[src/rtl/sio_stat_pkg.sv]
package sio_stat_pkg;

    typedef enum logic [1:0] {
        SUB_NORMAL = 2'b00,
        SUB_ECHO   = 2'b01,
        SUB_LOCAL  = 2'b10,
        SUB_REMOTE = 2'b11
    } submode_e;

    localparam int STAT_W     = 8;
    localparam int BIT_DSR    = 7;
    localparam int BIT_DCD    = 6;
    localparam int BIT_FE_SYN = 5;
    localparam int BIT_OVR    = 4;
    localparam int BIT_PE_DLE = 3;
    localparam int BIT_EMT    = 2;
    localparam int BIT_RXRDY  = 1;
    localparam int BIT_TXRDY  = 0;

endpackage

[src/rtl/sio_modem_mon.sv]
module sio_modem_mon #(
    parameter int SYNC_STAGES = 2
) (
    input  logic clk,
    input  logic rst_n,
    input  logic dsr_n_i,
    input  logic dcd_n_i,
    input  logic stat_rd_i,
    output logic dsr_act_o,
    output logic dcd_act_o,
    output logic dsc_o
);
    localparam int LAST = SYNC_STAGES - 1;

    typedef struct packed {
        logic [SYNC_STAGES-1:0] dsr_sh;
        logic [SYNC_STAGES-1:0] dcd_sh;
        logic                   dsc;
    } mon_state_t;

    mon_state_t st_d, st_q;
    logic       line_moves;

    always_comb begin
        st_d = st_q;
        st_d.dsr_sh = {st_q.dsr_sh[SYNC_STAGES-2:0], dsr_n_i};
        st_d.dcd_sh = {st_q.dcd_sh[SYNC_STAGES-2:0], dcd_n_i};
        // the final stage will take a new value at this edge
        line_moves = (st_q.dsr_sh[LAST-1] != st_q.dsr_sh[LAST]) ||
                     (st_q.dcd_sh[LAST-1] != st_q.dcd_sh[LAST]);
        if (stat_rd_i) begin
            st_d.dsc = 1'b0;
        end
        if (line_moves) begin
            st_d.dsc = 1'b1;
        end
    end

    always_ff @(posedge clk or negedge rst_n) begin
        if (!rst_n) begin
            st_q.dsr_sh <= '1;
            st_q.dcd_sh <= '1;
            st_q.dsc    <= 1'b0;
        end else begin
            st_q <= st_d;
        end
    end

    assign dsr_act_o = ~st_q.dsr_sh[LAST];
    assign dcd_act_o = ~st_q.dcd_sh[LAST];
    assign dsc_o     = st_q.dsc;

    assert_dsc_capture_R7: assert property (@(posedge clk) disable iff (!rst_n)
        line_moves |=> st_q.dsc);

    assert_dsc_read_R7: assert property (@(posedge clk) disable iff (!rst_n)
        (stat_rd_i && !line_moves) |=> !st_q.dsc);

    initial begin
        assert_stages_R2: assert (SYNC_STAGES >= 2);
    end

endmodule

[src/rtl/sio_rx_flags.sv]
module sio_rx_flags (
    input  logic clk,
    input  logic rst_n,
    input  logic sync_mode_i,
    input  logic remote_i,
    input  logic rx_char_i,
    input  logic rhr_rd_i,
    input  logic par_err_i,
    input  logic frm_err_i,
    input  logic syn_det_i,
    input  logic dle_det_i,
    input  logic err_reset_i,
    output logic rxrdy_o,
    output logic fe_syn_o,
    output logic ovr_o,
    output logic pe_dle_o
);
    typedef struct packed {
        logic rxrdy;
        logic fe_syn;
        logic ovr;
        logic pe_dle;
    } rx_state_t;

    rx_state_t st_d, st_q;
    logic      set_fe_syn;
    logic      set_ovr;
    logic      set_pe_dle;

    always_comb begin
        set_fe_syn = sync_mode_i ? syn_det_i : frm_err_i;
        set_pe_dle = par_err_i | (sync_mode_i & dle_det_i);
        set_ovr    = rx_char_i & st_q.rxrdy & ~rhr_rd_i & ~remote_i;

        st_d = st_q;
        if (err_reset_i) begin
            st_d.fe_syn = 1'b0;
            st_d.ovr    = 1'b0;
            st_d.pe_dle = 1'b0;
        end
        if (set_fe_syn) st_d.fe_syn = 1'b1;
        if (set_ovr)    st_d.ovr    = 1'b1;
        if (set_pe_dle) st_d.pe_dle = 1'b1;

        if (rhr_rd_i) st_d.rxrdy = 1'b0;
        if (rx_char_i && !remote_i) st_d.rxrdy = 1'b1;
    end

    always_ff @(posedge clk or negedge rst_n) begin
        if (!rst_n) begin
            st_q <= '0;
        end else begin
            st_q <= st_d;
        end
    end

    assign rxrdy_o  = st_q.rxrdy;
    assign fe_syn_o = st_q.fe_syn;
    assign ovr_o    = st_q.ovr;
    assign pe_dle_o = st_q.pe_dle;

    assert_errclr_R6: assert property (@(posedge clk) disable iff (!rst_n)
        (err_reset_i && !frm_err_i && !syn_det_i && !par_err_i && !dle_det_i && !rx_char_i)
        |=> (!fe_syn_o && !ovr_o && !pe_dle_o));

    assert_ovr_sticky_R5: assert property (@(posedge clk) disable iff (!rst_n)
        (ovr_o && !err_reset_i) |=> ovr_o);

    assert_rxrdy_set_R8: assert property (@(posedge clk) disable iff (!rst_n)
        (rx_char_i && !remote_i) |=> rxrdy_o);

    assert_async_dle_R4: assert property (@(posedge clk) disable iff (!rst_n)
        (!sync_mode_i && !pe_dle_o && !par_err_i) |=> !pe_dle_o);

endmodule

[src/rtl/sio_tx_flags.sv]
module sio_tx_flags (
    input  logic clk,
    input  logic rst_n,
    input  logic tx_en_i,
    input  logic force_tx_i,
    input  logic echo_i,
    input  logic thr_load_i,
    input  logic thr_xfer_i,
    input  logic tsr_empty_i,
    input  logic dsc_i,
    output logic txrdy_o,
    output logic emt_o
);
    typedef struct packed {
        logic thr_full;
        logic tsr_empty;
    } tx_state_t;

    tx_state_t st_d, st_q;

    always_comb begin
        st_d = st_q;
        st_d.tsr_empty = tsr_empty_i;
        if (thr_xfer_i) st_d.thr_full = 1'b0;
        if (thr_load_i) st_d.thr_full = 1'b1;
    end

    always_ff @(posedge clk or negedge rst_n) begin
        if (!rst_n) begin
            st_q <= '0;
        end else begin
            st_q <= st_d;
        end
    end

    assign txrdy_o = tx_en_i & ~st_q.thr_full & ~force_tx_i;
    assign emt_o   = dsc_i | (st_q.tsr_empty & ~echo_i);

    assert_load_fills_R9: assert property (@(posedge clk) disable iff (!rst_n)
        thr_load_i |=> !txrdy_o || !$past(tx_en_i) || (tx_en_i != $past(tx_en_i)) || st_q.thr_full);

    assert_xfer_frees_R9: assert property (@(posedge clk) disable iff (!rst_n)
        (thr_xfer_i && !thr_load_i) |=> !st_q.thr_full);

endmodule

[src/rtl/sio_status_reg.sv]
module sio_status_reg
    import sio_stat_pkg::*;
#(
    parameter int SYNC_STAGES = 2
) (
    input  logic              clk,
    input  logic              rst_n,
    input  logic              sync_mode,
    input  logic [1:0]        submode,
    input  logic              tx_en,
    input  logic              err_reset,
    input  logic              stat_rd,
    input  logic              rx_char,
    input  logic              rhr_rd,
    input  logic              thr_load,
    input  logic              thr_xfer,
    input  logic              tsr_empty,
    input  logic              par_err,
    input  logic              frm_err,
    input  logic              syn_det,
    input  logic              dle_det,
    input  logic              dsr_n,
    input  logic              dcd_n,
    output logic [STAT_W-1:0] status,
    output logic              txrdy_n,
    output logic              rxrdy_n,
    output logic              txemt_n
);
    submode_e sub;
    logic     echo;
    logic     remote;
    logic     force_tx;
    logic     dsr_act, dcd_act, dsc;
    logic     rxrdy, fe_syn, ovr, pe_dle;
    logic     txrdy, emt;

    assign sub      = submode_e'(submode);
    assign echo     = !sync_mode && (sub == SUB_ECHO);
    assign remote   = (sub == SUB_REMOTE);
    assign force_tx = echo || remote;

    sio_modem_mon #(.SYNC_STAGES(SYNC_STAGES)) u_modem (
        .clk       (clk),
        .rst_n     (rst_n),
        .dsr_n_i   (dsr_n),
        .dcd_n_i   (dcd_n),
        .stat_rd_i (stat_rd),
        .dsr_act_o (dsr_act),
        .dcd_act_o (dcd_act),
        .dsc_o     (dsc)
    );

    sio_rx_flags u_rx (
        .clk         (clk),
        .rst_n       (rst_n),
        .sync_mode_i (sync_mode),
        .remote_i    (remote),
        .rx_char_i   (rx_char),
        .rhr_rd_i    (rhr_rd),
        .par_err_i   (par_err),
        .frm_err_i   (frm_err),
        .syn_det_i   (syn_det),
        .dle_det_i   (dle_det),
        .err_reset_i (err_reset),
        .rxrdy_o     (rxrdy),
        .fe_syn_o    (fe_syn),
        .ovr_o       (ovr),
        .pe_dle_o    (pe_dle)
    );

    sio_tx_flags u_tx (
        .clk         (clk),
        .rst_n       (rst_n),
        .tx_en_i     (tx_en),
        .force_tx_i  (force_tx),
        .echo_i      (echo),
        .thr_load_i  (thr_load),
        .thr_xfer_i  (thr_xfer),
        .tsr_empty_i (tsr_empty),
        .dsc_i       (dsc),
        .txrdy_o     (txrdy),
        .emt_o       (emt)
    );

    always_comb begin
        status             = '0;
        status[BIT_DSR]    = dsr_act;
        status[BIT_DCD]    = dcd_act;
        status[BIT_FE_SYN] = fe_syn;
        status[BIT_OVR]    = ovr;
        status[BIT_PE_DLE] = pe_dle;
        status[BIT_EMT]    = emt;
        status[BIT_RXRDY]  = rxrdy;
        status[BIT_TXRDY]  = txrdy;
    end

    assign txrdy_n = ~txrdy;
    assign rxrdy_n = remote ? 1'b1 : ~rxrdy;
    assign txemt_n = remote ? 1'b1 : ~emt;

    assert_forced_txrdy_R10: assert property (@(posedge clk) disable iff (!rst_n)
        force_tx |-> (txrdy_n && !status[BIT_TXRDY]));

    assert_remote_pins_R10: assert property (@(posedge clk) disable iff (!rst_n)
        remote |-> (rxrdy_n && txemt_n));

    assert_emt_echo_R7: assert property (@(posedge clk) disable iff (!rst_n)
        (echo && !dsc) |-> !status[BIT_EMT]);

endmodule

[config.mk]
export PLATFORM = sky130hd
export DESIGN_NAME = sio_status_reg
export DESIGN_NICKNAME = d
export VERILOG_FILES = /design/src/rtl/sio_stat_pkg.sv /design/src/rtl/sio_modem_mon.sv /design/src/rtl/sio_rx_flags.sv /design/src/rtl/sio_tx_flags.sv /design/src/rtl/sio_status_reg.sv
export SDC_FILE = /design/constraint.sdc
export NUM_CORES = 1
export LEC_CHECK = 0
export BUFFER_PORTS_ARGS = -buffer_cell sky130_fd_sc_hd__clkbuf_2
export CORE_AREA = 5 5 42 44
export CTS_CLUSTER_DIAMETER = 80
export DETAILED_ROUTE_END_ITERATION = 8
export DIE_AREA = 0 0 47 49
export GPL_TIMING_DRIVEN = 0
export PLACE_DENSITY = 0.81
export SKIP_LAST_GASP = 1
export SYNTH_ARGS = -nofsm -noshare
export SYNTH_HDL_FRONTEND = slang
export SYNTH_SLANG_ARGS = --single-unit
[constraint.sdc]
create_clock -name clk -period 1.9 [get_ports clk]
set_clock_uncertainty 0.2 [all_clocks]
set_input_delay 0.38 -clock clk [delete_from_list [all_inputs] [get_ports clk]]
set_output_delay 0.38 -clock clk [all_outputs]
set_load 0.02 [all_outputs]
==> qor.txt <==
YOSYS
-------------------------------------------------------------------------------------
Net Count, Synth                                                                   65
Yosys Warn Count                                                                    0
Proportion of netlist area held by the largest area contributor                 34.0%
Mean instance size in the synthesized netlist                                11.2 µm²
Cell types occupying the most area after synthesis                       sky130_fd_sc_hd__dfrtp_1 34%, sky130_fd_sc_hd__dfstp_2 20%, sky130_fd_sc_hd__buf_4 12%
Cell taking the most area after synthesis                                sky130_fd_sc_hd__dfrtp_1
Post-synthesis instance area                                                  515 µm²
Instance count of the mapped netlist                                               46
Count of cell types in the netlist                                                 18
#FFs+latches synth                                                                 11
Part of the Yosys area used for sequential elements                             54.4%

GRT
-------------------------------------------------------------------------------------
GRT Resource Usage Total                                                        11.1%
Maximum number of pins on one net before global-route repair                       12
Wire length of the first global-routing pass                                  1840 µm
Number of global-route vias before repair                                         454
Total congestion overflow after global routing                                      0
Number of antenna violations at the first check in global routing                   0

LAYOUT
-------------------------------------------------------------------------------------
Area used by multi-input combinational logic                                  156 µm²
Share of cells above drive strength 1                                           56.1%
Sequential cell area                                                          280 µm²
Commonest non-fill, non-tap cell in the layout                           sky130_fd_sc_hd__clkbuf_2
Area growth syn-to-layout                                                       47.8%
Number of fillers in the final layout                                             143
Antenna diode instance count                                                        0
Commonest non-fill, non-tap cells in the layout                          26 x sky130_fd_sc_hd__clkbuf_2, 8 x sky130_fd_sc_hd__buf_4, 7 x sky130_fd_sc_hd__dfrtp_1, 5 x sky130_fd_sc_hd__inv_1, 4 x sky130_fd_sc_hd__dfstp_2
# nets final                                                                      102

TIMING
-------------------------------------------------------------------------------------
Number of max-slew violations in the final report                                   0
Slew at the pin with the worst max-slew slack                                0.261 ns
Final Hold Vio Count                                                                0
Headroom to the max-slew limit                                                  82.6%
Period Utilization, post-route                                                  97.9%
Shortest clock period the worst path allows after layout                      1.86 ns
Final count of negative-setup-slack endpoints                                       0
TNS Setup                                                                        0 ns
Fmax                                                                          538 MHz
RSZ-0062 raised after global routing                                               no

CLOCKING
-------------------------------------------------------------------------------------
Deepest clock path buffer count                                                     2
H-tree lvl count                                                                    1
TritonCTS Buffers                                                                   3
Later-pin clock latency in the skew report                                    0.26 ns
Postcts setup bufs                                                                  0
TritonCTS clock tree                                                              yes
Buffer type at the clock tree root                                       sky130_fd_sc_hd__clkbuf_4
Clock sink count                                                                   11
Clk pin slew, worst setup/hold paths                                          0.07 ns

FLOORPLAN
-------------------------------------------------------------------------------------
Initial standard-cell utilization of the core                                   36.8%
Chip height                                                                     49 µm
# rows                                                                             14
Horizontal extent of the die                                                    47 µm
Ports                                                                              30
Area of the die                                                              2300 µm²
Area inside the core boundary                                                1400 µm²

WORST SETUP PATH
-------------------------------------------------------------------------------------
Crit path largest cell delay                                                  0.35 ns
Register-to-Register Path Depth                                                     2
Crit path max-delay cell type                                            sky130_fd_sc_hd__or3b_1
Cell count along the critical path                                                  5
Critical path start-end classification                                         in2out
Endpoint of the most critical register-to-register path                  u_modem.dsc_o
Critical R2R Launch                                                      u_modem.st_q[4]
Start point of the critical path                                            sync_mode
Type of element capturing the critical path                              primary output
Count of buffer and inverter cells on the critical path                             3
Worst setup path end                                                        status[2]
Slack of the worst reg-to-reg path                                            0.85 ns
Worst-path fanout max                                                               6
Largest delay contributor family on the critical path                    buffers and inverters
Data arrival time of the critical path                                        1.28 ns
Startpoint class of the critical path                                    primary input
Worst path cell trace                                                    clkbuf_8 -> or3b_1 -> a21o_1 -> buf_4 -> buf_8
CP Data Required Time                                                         1.32 ns

PLACE
-------------------------------------------------------------------------------------
Gp weighted congestion                                                          0.662
Input/output buffers                                                               29
Detailed-placement wirelength estimate                                         847 µm

DETAILED ROUTING
-------------------------------------------------------------------------------------
Count of routing violations after the opening detailed-route iteration              3
Vias                                                                              416
Remaining routing DRC violations                                                    0
Routed length per placed instance                                             10.7 µm
Detailed-router iteration count before antenna repair                               4
Detailed-route vias per instance                                                 4.24
Antenna-violating nets left                                                         0
Drt total wl                                                                  1050 µm

PWR
-------------------------------------------------------------------------------------
Total power per unit cell area                                             707 nW/µm²
Final total power                                                            0.539 mW
P_leak                                                                       0.397 nW
Peak supply drop                                                               372 µV

RUN STATUS
-------------------------------------------------------------------------------------
Result of the run                                                        finished, final reports clean

FLOW RUN
-------------------------------------------------------------------------------------
MaxCap Viol Count                                                                   0

WORST HOLD PATH
-------------------------------------------------------------------------------------
Classification of the worst-slack hold path                                    in2reg

[flip-flops by register name (all words and copies together), names as in the netlist]
name and count:
u_modem.dsc_o 1, u_modem.st_d 2, u_modem.st_q 2, u_rx.fe_syn_o 1, u_rx.ovr_o 1, u_rx.pe_dle_o 1
u_rx.rxrdy_o 1, u_tx.st_q 2
[worst reg2reg max path, delay by kind of cell (launching register included)]
family	cells	cell delay, ns
xor gates and xnor gates	1	0.12
DFF	1	0.54
and+or+nand+nor	1	0.08
[layer usage]
layer	part of all wire [%]	track usage, %	vias to the layer above
met3	11	3.69	0
met2	48	16.5	21
met5	0	0	-
met1	40	14.0	180
li1	-	-	215
met4	0	5.53	0
[cell usage after synthesis]
cell type and instances:
sky130_fd_sc_hd__a21o_1 2, sky130_fd_sc_hd__o22ai_1 1, sky130_fd_sc_hd__o2bb2ai_1 1, sky130_fd_sc_hd__dfrtp_1 7
sky130_fd_sc_hd__buf_4 8, sky130_fd_sc_hd__inv_1 5, sky130_fd_sc_hd__o21ai_0 1, sky130_fd_sc_hd__o21ba_2 1
sky130_fd_sc_hd__a21bo_2 1, sky130_fd_sc_hd__or3b_1 1, sky130_fd_sc_hd__xnor2_1 2, sky130_fd_sc_hd__o21a_1 1
sky130_fd_sc_hd__nand3_1 1, sky130_fd_sc_hd__nor2b_1 3, sky130_fd_sc_hd__nand2_1 3, sky130_fd_sc_hd__nand2b_1 2
sky130_fd_sc_hd__dfstp_2 4, sky130_fd_sc_hd__a221o_1 2
[worst min-delay path by stage]
stage / from / endpoint / slack [ns] / depth (start not counted)
after floorplan: rst_n / u_modem.dsc_o / -0.12 / 0
after global placement: rst_n / u_modem.dsc_o / 0.06 / 1
after detailed placement: rst_n / u_modem.dsc_o / 0.07 / 1
after CTS: tsr_empty / u_tx.st_q[0] / 0.01 / 1
after global routing: tsr_empty / u_tx.st_q[0] / 0.006 / 1
final: tsr_empty / u_tx.st_q[0] / 0.02 / 1
[final cells by class]
cell class / instances / area share [%]
clock buffer: 4 / 3.45
timing repair buffer: 32 / 26.3
inverter: 5 / 2.46
sequential: 11 / 36.8
multi-input combinational: 22 / 20.5
tap: 16 / 2.63
buffer: 8 / 7.88
[power breakdown]
part | internal (mW) | switching (mW) | leakage (nW)
combinational | 0.0643 | 0.0547 | 0.262
sequential | 0.254 | 0.0111 | 0.120
clock | 0.0811 | 0.0741 | 0.0150
[per-stage QoR]
step,cells,worst slack [ns],instance area [µm²],hold slack [ns],util [%]
floorplan,46,0.268,515,-0.116,-
global placement,91,0.0136,681,0.0568,48.6
detailed placement,91,0.00132,681,0.0652,48.6
CTS,98,0.0190,754,0.0144,53.8
global route,98,0.00594,762,0.00620,54.4
finish,98,0.0405,762,0.0229,54.4
[cell families after synthesis]
kind of cell / after synthesis / share of synthesized area (%)
AOI/OAI and AO/OA: 10 / 16.0
DFF: 11 / 54.4
buffers and inverters: 13 / 15.3
and+or+nand+nor: 10 / 10.9
xor gates and xnor gates: 2 / 3.40
[timing repair]
| action | in CTS | in global routing |
|---|---|---|
| endpoints found under the hold margin | 9 | 0 |
| hold buffers | 3 | 0 |
| resized for setup | 4 | 4 |
| setup endpoints to repair | 1 | 1 |
| pin swaps | 2 | 2 |
(Power assumes the default switching activity.)
